$ cat src/rtl/spi_shift_pkg.sv
package spi_shift_pkg;
  localparam int DATA_W = 32;
  localparam int CNT_W  = 6;

  localparam logic [4:0] OFS_EN  = 5'h00;
  localparam logic [4:0] OFS_CTL = 5'h04;
  localparam logic [4:0] OFS_PIN = 5'h08;
  localparam logic [4:0] OFS_TXD = 5'h10;
  localparam logic [4:0] OFS_CMD = 5'h14;
  localparam logic [4:0] OFS_RXD = 5'h18;

  localparam logic [DATA_W-1:0] PIN_RESET = 32'h0007_0000;
  localparam int PIN_CS_LO = 16;
  localparam int PIN_SCK   = 8;
  localparam int PIN_MOSI  = 0;
  localparam int CMD_GO    = 31;
  localparam int CMD_CS_LO = 28;
  localparam int CMD_END   = 26;

  // counts above the word width saturate to a full word
  function automatic logic [CNT_W-1:0] clamp_count(input logic [CNT_W-1:0] raw);
    return (int'(raw) > DATA_W) ? CNT_W'(DATA_W) : raw;
  endfunction

  // first bit to send moved up to the top of the shifter
  function automatic logic [DATA_W-1:0] align_tx(input logic [DATA_W-1:0] d,
                                                 input logic [CNT_W-1:0] n);
    return d << (DATA_W - int'(n));
  endfunction

  // cycles in one full SCK period for a divider value
  function automatic int sck_period(input int div);
    return 2 * (div + 1);
  endfunction
endpackage

$ cat src/rtl/spi_clk_div.sv
module spi_clk_div #(
  parameter int DIV_W = 6
) (
  input  logic             clk,
  input  logic             rst_n,
  input  logic             run,
  input  logic [DIV_W-1:0] div,
  output logic             tick
);
  logic [DIV_W-1:0] ph;

  assign tick = run && (ph == div);

  always_ff @(posedge clk or negedge rst_n) begin
    if (!rst_n)              ph <= '0;
    else if (!run || tick)   ph <= '0;
    else                     ph <= ph + 1'b1;
  end
endmodule

$ cat src/rtl/spi_reg_file.sv
module spi_reg_file
  import spi_shift_pkg::*;
#(
  parameter int DIV_W = 6
) (
  input  logic              clk,
  input  logic              rst_n,
  input  logic              bus_sel,
  input  logic              bus_wr,
  input  logic [4:0]        bus_addr,
  input  logic [DATA_W-1:0] bus_wdata,
  output logic [DATA_W-1:0] bus_rdata,
  input  logic              busy,
  input  logic [DATA_W-1:0] rxd,
  output logic [DIV_W-1:0]  div_q,
  output logic [DATA_W-1:0] pin_q,
  output logic [DATA_W-1:0] txd_q,
  output logic              cmd_wr
);
  logic              en_q;
  logic [DATA_W-1:0] cmd_q;
  logic              wr_any, wr_live, wr_idle;

  assign wr_any  = bus_sel && bus_wr;
  assign wr_live = wr_any && en_q;
  assign wr_idle = wr_live && !busy;
  assign cmd_wr  = wr_idle && (bus_addr == OFS_CMD);

  always_ff @(posedge clk or negedge rst_n) begin
    if (!rst_n) begin
      en_q  <= 1'b0;
      div_q <= '0;
      pin_q <= PIN_RESET;
      txd_q <= '0;
      cmd_q <= '0;
    end else begin
      if (wr_any && bus_addr == OFS_EN)   en_q  <= bus_wdata[0];
      if (wr_live && bus_addr == OFS_PIN) pin_q <= bus_wdata;
      if (wr_idle && bus_addr == OFS_CTL) div_q <= bus_wdata[DIV_W-1:0];
      if (wr_idle && bus_addr == OFS_TXD) txd_q <= bus_wdata;
      if (cmd_wr) begin
        cmd_q         <= bus_wdata;
        cmd_q[CMD_GO] <= 1'b0;
      end
    end
  end

  always_comb begin
    unique case (bus_addr)
      OFS_EN:  bus_rdata = {{(DATA_W-1){1'b0}}, en_q};
      OFS_CTL: bus_rdata = {{(DATA_W-DIV_W){1'b0}}, div_q};
      OFS_PIN: bus_rdata = pin_q;
      OFS_TXD: bus_rdata = txd_q;
      OFS_CMD: bus_rdata = {busy, cmd_q[DATA_W-2:0]};
      OFS_RXD: bus_rdata = rxd;
      default: bus_rdata = '0;
    endcase
  end
endmodule

$ cat src/rtl/spi_shift_core.sv
module spi_shift_core
  import spi_shift_pkg::*;
#(
  parameter int NCS = 3
) (
  input  logic              clk,
  input  logic              rst_n,
  input  logic              cmd_wr,
  input  logic [DATA_W-1:0] cmd,
  input  logic [DATA_W-1:0] txd,
  input  logic              tick,
  input  logic              miso,
  output logic              busy,
  output logic [NCS-1:0]    act_cs,
  output logic              sck_q,
  output logic              mosi_q,
  output logic [DATA_W-1:0] rxd,
  output logic              shift_done
);
  logic [DATA_W-1:0] sr, rx;
  logic [CNT_W-1:0]  left, n;
  logic [NCS-1:0]    sel, sel_low;
  logic              end_q, go;

  assign sel     = cmd[CMD_CS_LO +: NCS];
  assign sel_low = sel & (~sel + 1'b1);
  assign n       = clamp_count(cmd[CNT_W-1:0]);
  assign go      = cmd_wr && (n != '0) && (sel != '0);
  assign mosi_q  = sr[DATA_W-1];
  assign shift_done = tick && sck_q && (left == CNT_W'(1));

  always_ff @(posedge clk or negedge rst_n) begin
    if (!rst_n) begin
      busy   <= 1'b0;
      act_cs <= '0;
      sck_q  <= 1'b0;
      sr     <= '0;
      rx     <= '0;
      rxd    <= '0;
      left   <= '0;
      end_q  <= 1'b0;
    end else if (go) begin
      busy   <= 1'b1;
      act_cs <= sel_low;
      sck_q  <= 1'b0;
      sr     <= align_tx(txd, n);
      rx     <= '0;
      left   <= n;
      end_q  <= cmd[CMD_END];
    end else if (tick) begin
      if (!sck_q) begin
        sck_q <= 1'b1;
        rx    <= {rx[DATA_W-2:0], miso};
      end else begin
        sck_q <= 1'b0;
        left  <= left - 1'b1;
        if (shift_done) begin
          busy <= 1'b0;
          rxd  <= rx;
          if (end_q) act_cs <= '0;
        end else begin
          sr <= sr << 1;
        end
      end
    end
  end
endmodule

$ cat src/rtl/spi_shift_host.sv
module spi_shift_host
  import spi_shift_pkg::*;
#(
  parameter int NCS   = 3,
  parameter int DIV_W = 6
) (
  input  logic              clk,
  input  logic              rst_n,
  input  logic              bus_sel,
  input  logic              bus_wr,
  input  logic [4:0]        bus_addr,
  input  logic [DATA_W-1:0] bus_wdata,
  output logic [DATA_W-1:0] bus_rdata,
  output logic              sck,
  output logic              mosi,
  input  logic              miso,
  output logic [NCS-1:0]    cs_n
);
  logic              busy, hold, shift_done, tick, cmd_wr, sck_q, mosi_q;
  logic [NCS-1:0]    act_cs;
  logic [DIV_W-1:0]  div_q;
  logic [DATA_W-1:0] pin_q, txd_q, rxd;

  spi_reg_file #(.DIV_W(DIV_W)) u_regs (
    .clk(clk), .rst_n(rst_n), .bus_sel(bus_sel), .bus_wr(bus_wr),
    .bus_addr(bus_addr), .bus_wdata(bus_wdata), .bus_rdata(bus_rdata),
    .busy(busy), .rxd(rxd), .div_q(div_q), .pin_q(pin_q), .txd_q(txd_q),
    .cmd_wr(cmd_wr)
  );

  spi_clk_div #(.DIV_W(DIV_W)) u_div (
    .clk(clk), .rst_n(rst_n), .run(busy), .div(div_q), .tick(tick)
  );

  spi_shift_core #(.NCS(NCS)) u_core (
    .clk(clk), .rst_n(rst_n), .cmd_wr(cmd_wr), .cmd(bus_wdata), .txd(txd_q),
    .tick(tick), .miso(miso), .busy(busy), .act_cs(act_cs), .sck_q(sck_q),
    .mosi_q(mosi_q), .rxd(rxd), .shift_done(shift_done)
  );

  assign hold = |act_cs;
  assign sck  = (busy || hold) ? sck_q  : pin_q[PIN_SCK];
  assign mosi = (busy || hold) ? mosi_q : pin_q[PIN_MOSI];
  assign cs_n = pin_q[PIN_CS_LO +: NCS] & ~act_cs;
endmodule

$ cat config.mk
export PLATFORM = sky130hd
export DESIGN_NAME = spi_shift_host
export DESIGN_NICKNAME = d
export VERILOG_FILES = /design/src/rtl/spi_shift_pkg.sv /design/src/rtl/spi_clk_div.sv /design/src/rtl/spi_reg_file.sv /design/src/rtl/spi_shift_core.sv /design/src/rtl/spi_shift_host.sv
export SDC_FILE = /design/constraint.sdc
export NUM_CORES = 1
export LEC_CHECK = 0
export ABC_AREA = 0
export CAP_MARGIN = 20
export CORE_ASPECT_RATIO = 0.8
export CORE_MARGIN = 2
export CORE_UTILIZATION = 40
export CTS_BUF_LIST = sky130_fd_sc_hd__clkbuf_4 sky130_fd_sc_hd__clkbuf_8
export DETAILED_ROUTE_END_ITERATION = 7
export PLACE_DENSITY_LB_ADDON = 0.25
export SLEW_MARGIN = 20
export SYNTH_ARGS = -nofsm -noshare
export SYNTH_HDL_FRONTEND = slang
export SYNTH_SLANG_ARGS = --single-unit
$ cat constraint.sdc
create_clock -name clk -period 2.24 [get_ports clk]
set_input_delay 0.224 -clock clk [delete_from_list [all_inputs] [get_ports clk]]
set_output_delay 0.224 -clock clk [all_outputs]
set_load 0.05 [all_outputs]
==> results.env <==
MET2ROUTEDLENGTH_UM=17180
WORST-R2R-SETUP-SLACK_NS=-0.04
FLOORPLAN.CORE_AREA_UM2=28420
CRIT_BUF_INV=3
GRT_START_MAX_NET_PINS=65
PATH_CELLS='buf_6, and4b_2, nand3_4, or3b_4, buf_12, a21oi_4, buf_12, o22ai_2, a31oi_1'
PEAKVDDDROP_mV=0.4078
SHARE_CLK_OF_TOTAL_POWER=0.444
CPMAXSTAGEDELAYCELL='sky130_fd_sc_hd__or3b_4'
SUMMED_INSTANCE_AREA_OF_THE_SYNTHESIZED_NETLIST_UM2=11610
DRC_ERRORS=0
FLOORPLAN.IO_PINS=79
POWER_SWITCHING_SHARE=0.2646
GRT_USE_TOTAL=0.2580
PART_OF_THE_POWER_IN_REGISTERS=0.427
CLK_PIN_SLEW_WORST_PATHS_NS=0.06
POSTSYNTHREGISTERBITS=216
ROUTABILITYCONGESTION=1.016
CP.ARRIVAL_NS=2.74
AREA_GROWTH_PCT=40.30
CRIT_REQUIRED_NS=2.70
DESIGN.FINAL.NETS=1483
M1WIRELENGTH_UM=17580
NUM_ROWS=55
TIMING.CRITICAL_PATH.DEPTH=9
CLOCKROOTBUFFER='sky130_fd_sc_hd__clkbuf_8'
FINAL_LAYOUT_SIZE_SUFFIX_GT1_FRAC=0.3948
POWER_FRAC_COMB=0.129
CP_STARTPOINT_KIND='flop'
FAILED_CHECKS='negative setup slack'
ROUTED_VIA_COUNT_DIVIDED_BY_CELL_COUNT=5.778
LEAKAGE_uW=0.007510
ANTENNA_DIODE_INSTANCE_COUNT=0
CTS-BUFFERS-INSERTED=36
SYN_AREA_PER_CELL_UM2=9.780
CRIT_PATH_TIME_FINAL_NS=2.280
PLACE.PORT_BUFFERS=78
SLEW_VIOL_FINAL=0
REPORT.FINAL.HOLD_VIOL_COUNT=0
YOSYSSEQAREASHARE=0.4659
CRITPATHTOPFAMILY='simple AND/OR/NAND/NOR gates'
WORST_PIN_SLEW_NS=0.8011
SYNTH_FF_TYPE='sky130_fd_sc_hd__dfrtp_1'
PWR_DENSITY_CELL_nW_PER_UM2=568.9
CLOCK_SINK_COUNT=216
INITIALDRTVIOLATIONCOUNT=768
LAYOUT.CELLS.MOST_COMMON='sky130_fd_sc_hd__nand2_1'
GRT_PASS1_VIAS=10670
DP_WORST_SETUP_SLACK_NS=-0.8964
CLOCK_INSERTION_DELAY_WORST_SKEW_NS=0.57
FINAL-SETUP-VIOL-COUNT=16
CLOCK_TREE_FROM_TRITONCTS='built'
R2R_START='u_core.busy$_DFFE_PN0P_'
WIRELENGTH_UM=39200
SYNTH_ENABLE_FLOP_CELLS=0
HTREEDEPTH=2
GLOBALROUTE.TOTALOVERFLOW=0
MOSTFREQUENTLAYOUTCELLS='sky130_fd_sc_hd__nand2_1, sky130_fd_sc_hd__dfrtp_1, sky130_fd_sc_hd__buf_4'
FP.DIEAREA_UM2=30410
CTS.PATH.MAX_BUFFERS=3
POST_SYNTHESIS_NET_COUNT=1233
GRT_ANTENNA_BEFORE_REPAIR=0
YOSYS.CELL_TYPES.COUNT=74
HP-CLASS='input port to async pin'
SHARE_OF_THE_CYCLE_NEEDED_BY_THE_CRITICAL_PATH_AFTER_ROUTING=1.018
TIMING.CRITICAL_PATH.TO_TYPE='flop'
SLOWEST_DELAY_NS=0.49
MAX_CAP_VIOL_COUNT=0
DRT_PASS_1_ITERS=5
FIN_HOLD_WS_NS=0.1763
WORST_R2R_PATH_DEPTH=9
DP_HPWL_UM=26700
TOTAL_NUMBER_OF_VIAS=10600
CELL_INTERNAL_PWR_uW=6815
ENDPOINT_OF_THE_WORST_REGISTER_TO_REGISTER_PATH='u_core.sr[20]$_DFFE_PN0P_'
CRITICALPATHCATEGORY='flop to flop'
START_UTIL=0.4085
POST_DRT_WL_PER_CELL_UM=21.37
ASYNCSETRESETFLOPFRACSYNTH=1.000
LAYOUT_SETUP_WS_NS=-0.04040
MET3_LENGTH_UM=3430
OUTCOME='finished with violations'
SYN-INSTANCE-COUNT=1187
HIGHEST-SIGNAL-LAYER='met4'
FMAX_ACHIEVED_MHz=438.5
GRT_PASS1_WL_UM=61040
CLOCK-SKEW-FINAL_NS=0.04009
POWER.SWITCHING_uW=2451
RSZ0062_AT_GRT='yes'
STARTPOINT='u_core.busy$_DFFE_PN0P_'
MAX_SLEW_MARGIN=0.4630
CRITICAL_PATH_PEAK_FANOUT=19
DIE-HEIGHT_UM=156.4
CRIT_TOP_CELL='sky130_fd_sc_hd__buf_12'
YOSYS_WARNINGS=0
SETUP.WORST_PATH.END='u_core.sr[20]$_DFFE_PN0P_'
FP.DIEW_UM=194.5
POSTROUTEANTENNANETS=0
## synthesized netlist by cell type, types with 3 or more instances
library cell / n / area share
sky130_fd_sc_hd__buf_6: 3 / 0.0029
sky130_fd_sc_hd__buf_2: 16 / 0.0069
sky130_fd_sc_hd__ha_1: 4 / 0.0043
sky130_fd_sc_hd__and3_1: 6 / 0.0032
sky130_fd_sc_hd__a32oi_1: 4 / 0.0030
sky130_fd_sc_hd__a221o_1: 15 / 0.013
sky130_fd_sc_hd__mux2_2: 112 / 0.11
sky130_fd_sc_hd__o211ai_1: 8 / 0.0052
sky130_fd_sc_hd__a22o_1: 14 / 0.011
sky130_fd_sc_hd__mux2i_1: 23 / 0.020
sky130_fd_sc_hd__a21o_1: 3 / 0.0019
sky130_fd_sc_hd__clkbuf_1: 53 / 0.017
sky130_fd_sc_hd__a21oi_1: 59 / 0.025
sky130_fd_sc_hd__nand2b_1: 7 / 0.0038
sky130_fd_sc_hd__o22a_1: 3 / 0.0023
sky130_fd_sc_hd__nand3_1: 18 / 0.0078
sky130_fd_sc_hd__nor2b_1: 6 / 0.0032
sky130_fd_sc_hd__nor4_1: 4 / 0.0022
sky130_fd_sc_hd__dfstp_2: 3 / 0.0068
sky130_fd_sc_hd__nand2_1: 248 / 0.080
sky130_fd_sc_hd__mux4_1: 3 / 0.0068
sky130_fd_sc_hd__a211oi_1: 10 / 0.0065
sky130_fd_sc_hd__a221oi_1: 30 / 0.023
sky130_fd_sc_hd__nor3_1: 16 / 0.0069
sky130_fd_sc_hd__mux4_2: 15 / 0.029
sky130_fd_sc_hd__dfrtp_1: 213 / 0.46
sky130_fd_sc_hd__a22oi_1: 16 / 0.010
sky130_fd_sc_hd__a31oi_1: 7 / 0.0038
sky130_fd_sc_hd__nor2_1: 73 / 0.024
sky130_fd_sc_hd__xnor2_1: 12 / 0.0091
sky130_fd_sc_hd__inv_1: 9 / 0.0029
sky130_fd_sc_hd__buf_1: 17 / 0.0055
sky130_fd_sc_hd__xor2_1: 4 / 0.0030
sky130_fd_sc_hd__o21ai_0: 87 / 0.038
sky130_fd_sc_hd__o22ai_1: 13 / 0.0070
## cells by family after synthesis
logic type | Yosys count | synth area share
buffers and inverters | 102 | 0.03729
multiplexers | 153 | 0.1644
AO/OA/AOI/OAI | 293 | 0.1677
flip-flops | 216 | 0.4659
XOR/XNOR | 16 | 0.01207
AND/OR/NAND/NOR | 403 | 0.1483
adder cells (fa/ha/maj) | 4 | 0.004311
## stage by stage
step | cell area [um^2] | power (uW) | TNS [ns] | std cells | util
floorplan | 11870 | 4557 | -12.76 | 1187 | -
global placement | 14650 | 5147 | -56.80 | 1734 | 0.5155
detailed placement | 14650 | 5152 | -58.72 | 1734 | 0.5155
CTS | 15960 | 9289 | -0.09081 | 1827 | 0.5614
global route | 16290 | 9576 | -4.334 | 1834 | 0.5731
finish | 16290 | 9266 | -0.2723 | 1834 | 0.5731
## cell type report
class	count	area, um^2
Multi-Input combinational cell	869	6291
Inverter	11	43.79
Clock buffer	58	742.0
Clock inverter	7	111.4
Sequential cell	216	5409
Timing Repair Buffer	303	3227
Fill cell	2472	12130
Tap cell	370	462.9
## layer usage
layer	vias to the layer above	track usage
met4	0	0.08022
met3	67	0.05733
li1	4799	-
met1	5267	0.3644
met5	-	0
met2	464	0.3963
## what timing repair did
action	4_1_cts	5_1_grt
hold endpoints to repair	61	0
hold buffers	1	0
gates resized for setup	60	78
gates cloned	4	2
pin swaps	18	59
setup buffers	24	7
setup endpoints to repair	105	80
## how the worst min path moves through the flow
| stage | start | end | slack, ns | depth (start not counted) |
|---|---|---|---|---|
| CTS | rst_n | u_regs.cmd_q[11]$_DFFE_PN0P_ | 0.19 | 2 |
| global route | rst_n | u_core.rxd[7]$_DFFE_PN0P_ | 0.22 | 2 |
| finish | rst_n | u_regs.div_q[3]$_DFFE_PN0P_ | 0.18 | 2 |
| detailed placement | rst_n | u_regs.div_q[3]$_DFFE_PN0P_ | 0.17 | 1 |
| global placement | rst_n | u_regs.cmd_q[3]$_DFFE_PN0P_ | 0.17 | 1 |
| floorplan | rst_n | u_core.act_cs[0]$_DFFE_PN0P_ | -0.07 | 0 |
## state kept, by name, indices dropped and copies added (netlist names)
| signal | cells |
|---|---|
| u_core.rx | 32 |
| u_core.rxd | 32 |
| u_core.sr | 32 |
| u_regs.pin_q | 32 |
| u_regs.txd_q | 32 |
| u_regs.cmd_q | 31 |
| u_core.left | 6 |
| u_div.ph | 6 |
| u_regs.div_q | 6 |
| u_core.act_cs | 3 |
| u_core.busy | 1 |
| u_core.end_q | 1 |
| u_core.sck_q | 1 |
| u_regs.en_q | 1 |
## power groups by stage
stage | logic (uW) | clock network (uW) | registers [uW]
6_report | 1200 | 4110 | 3960
3_3_place_gp | 1120 | 0 | 4020
4_1_cts | 1180 | 4160 | 3950
3_5_place_dp | 1130 | 0 | 4020
2_1_floorplan | 538 | 0 | 4020
5_1_grt | 1270 | 4350 | 3960
No activity file was read; power rests on OpenSTA's default activity.
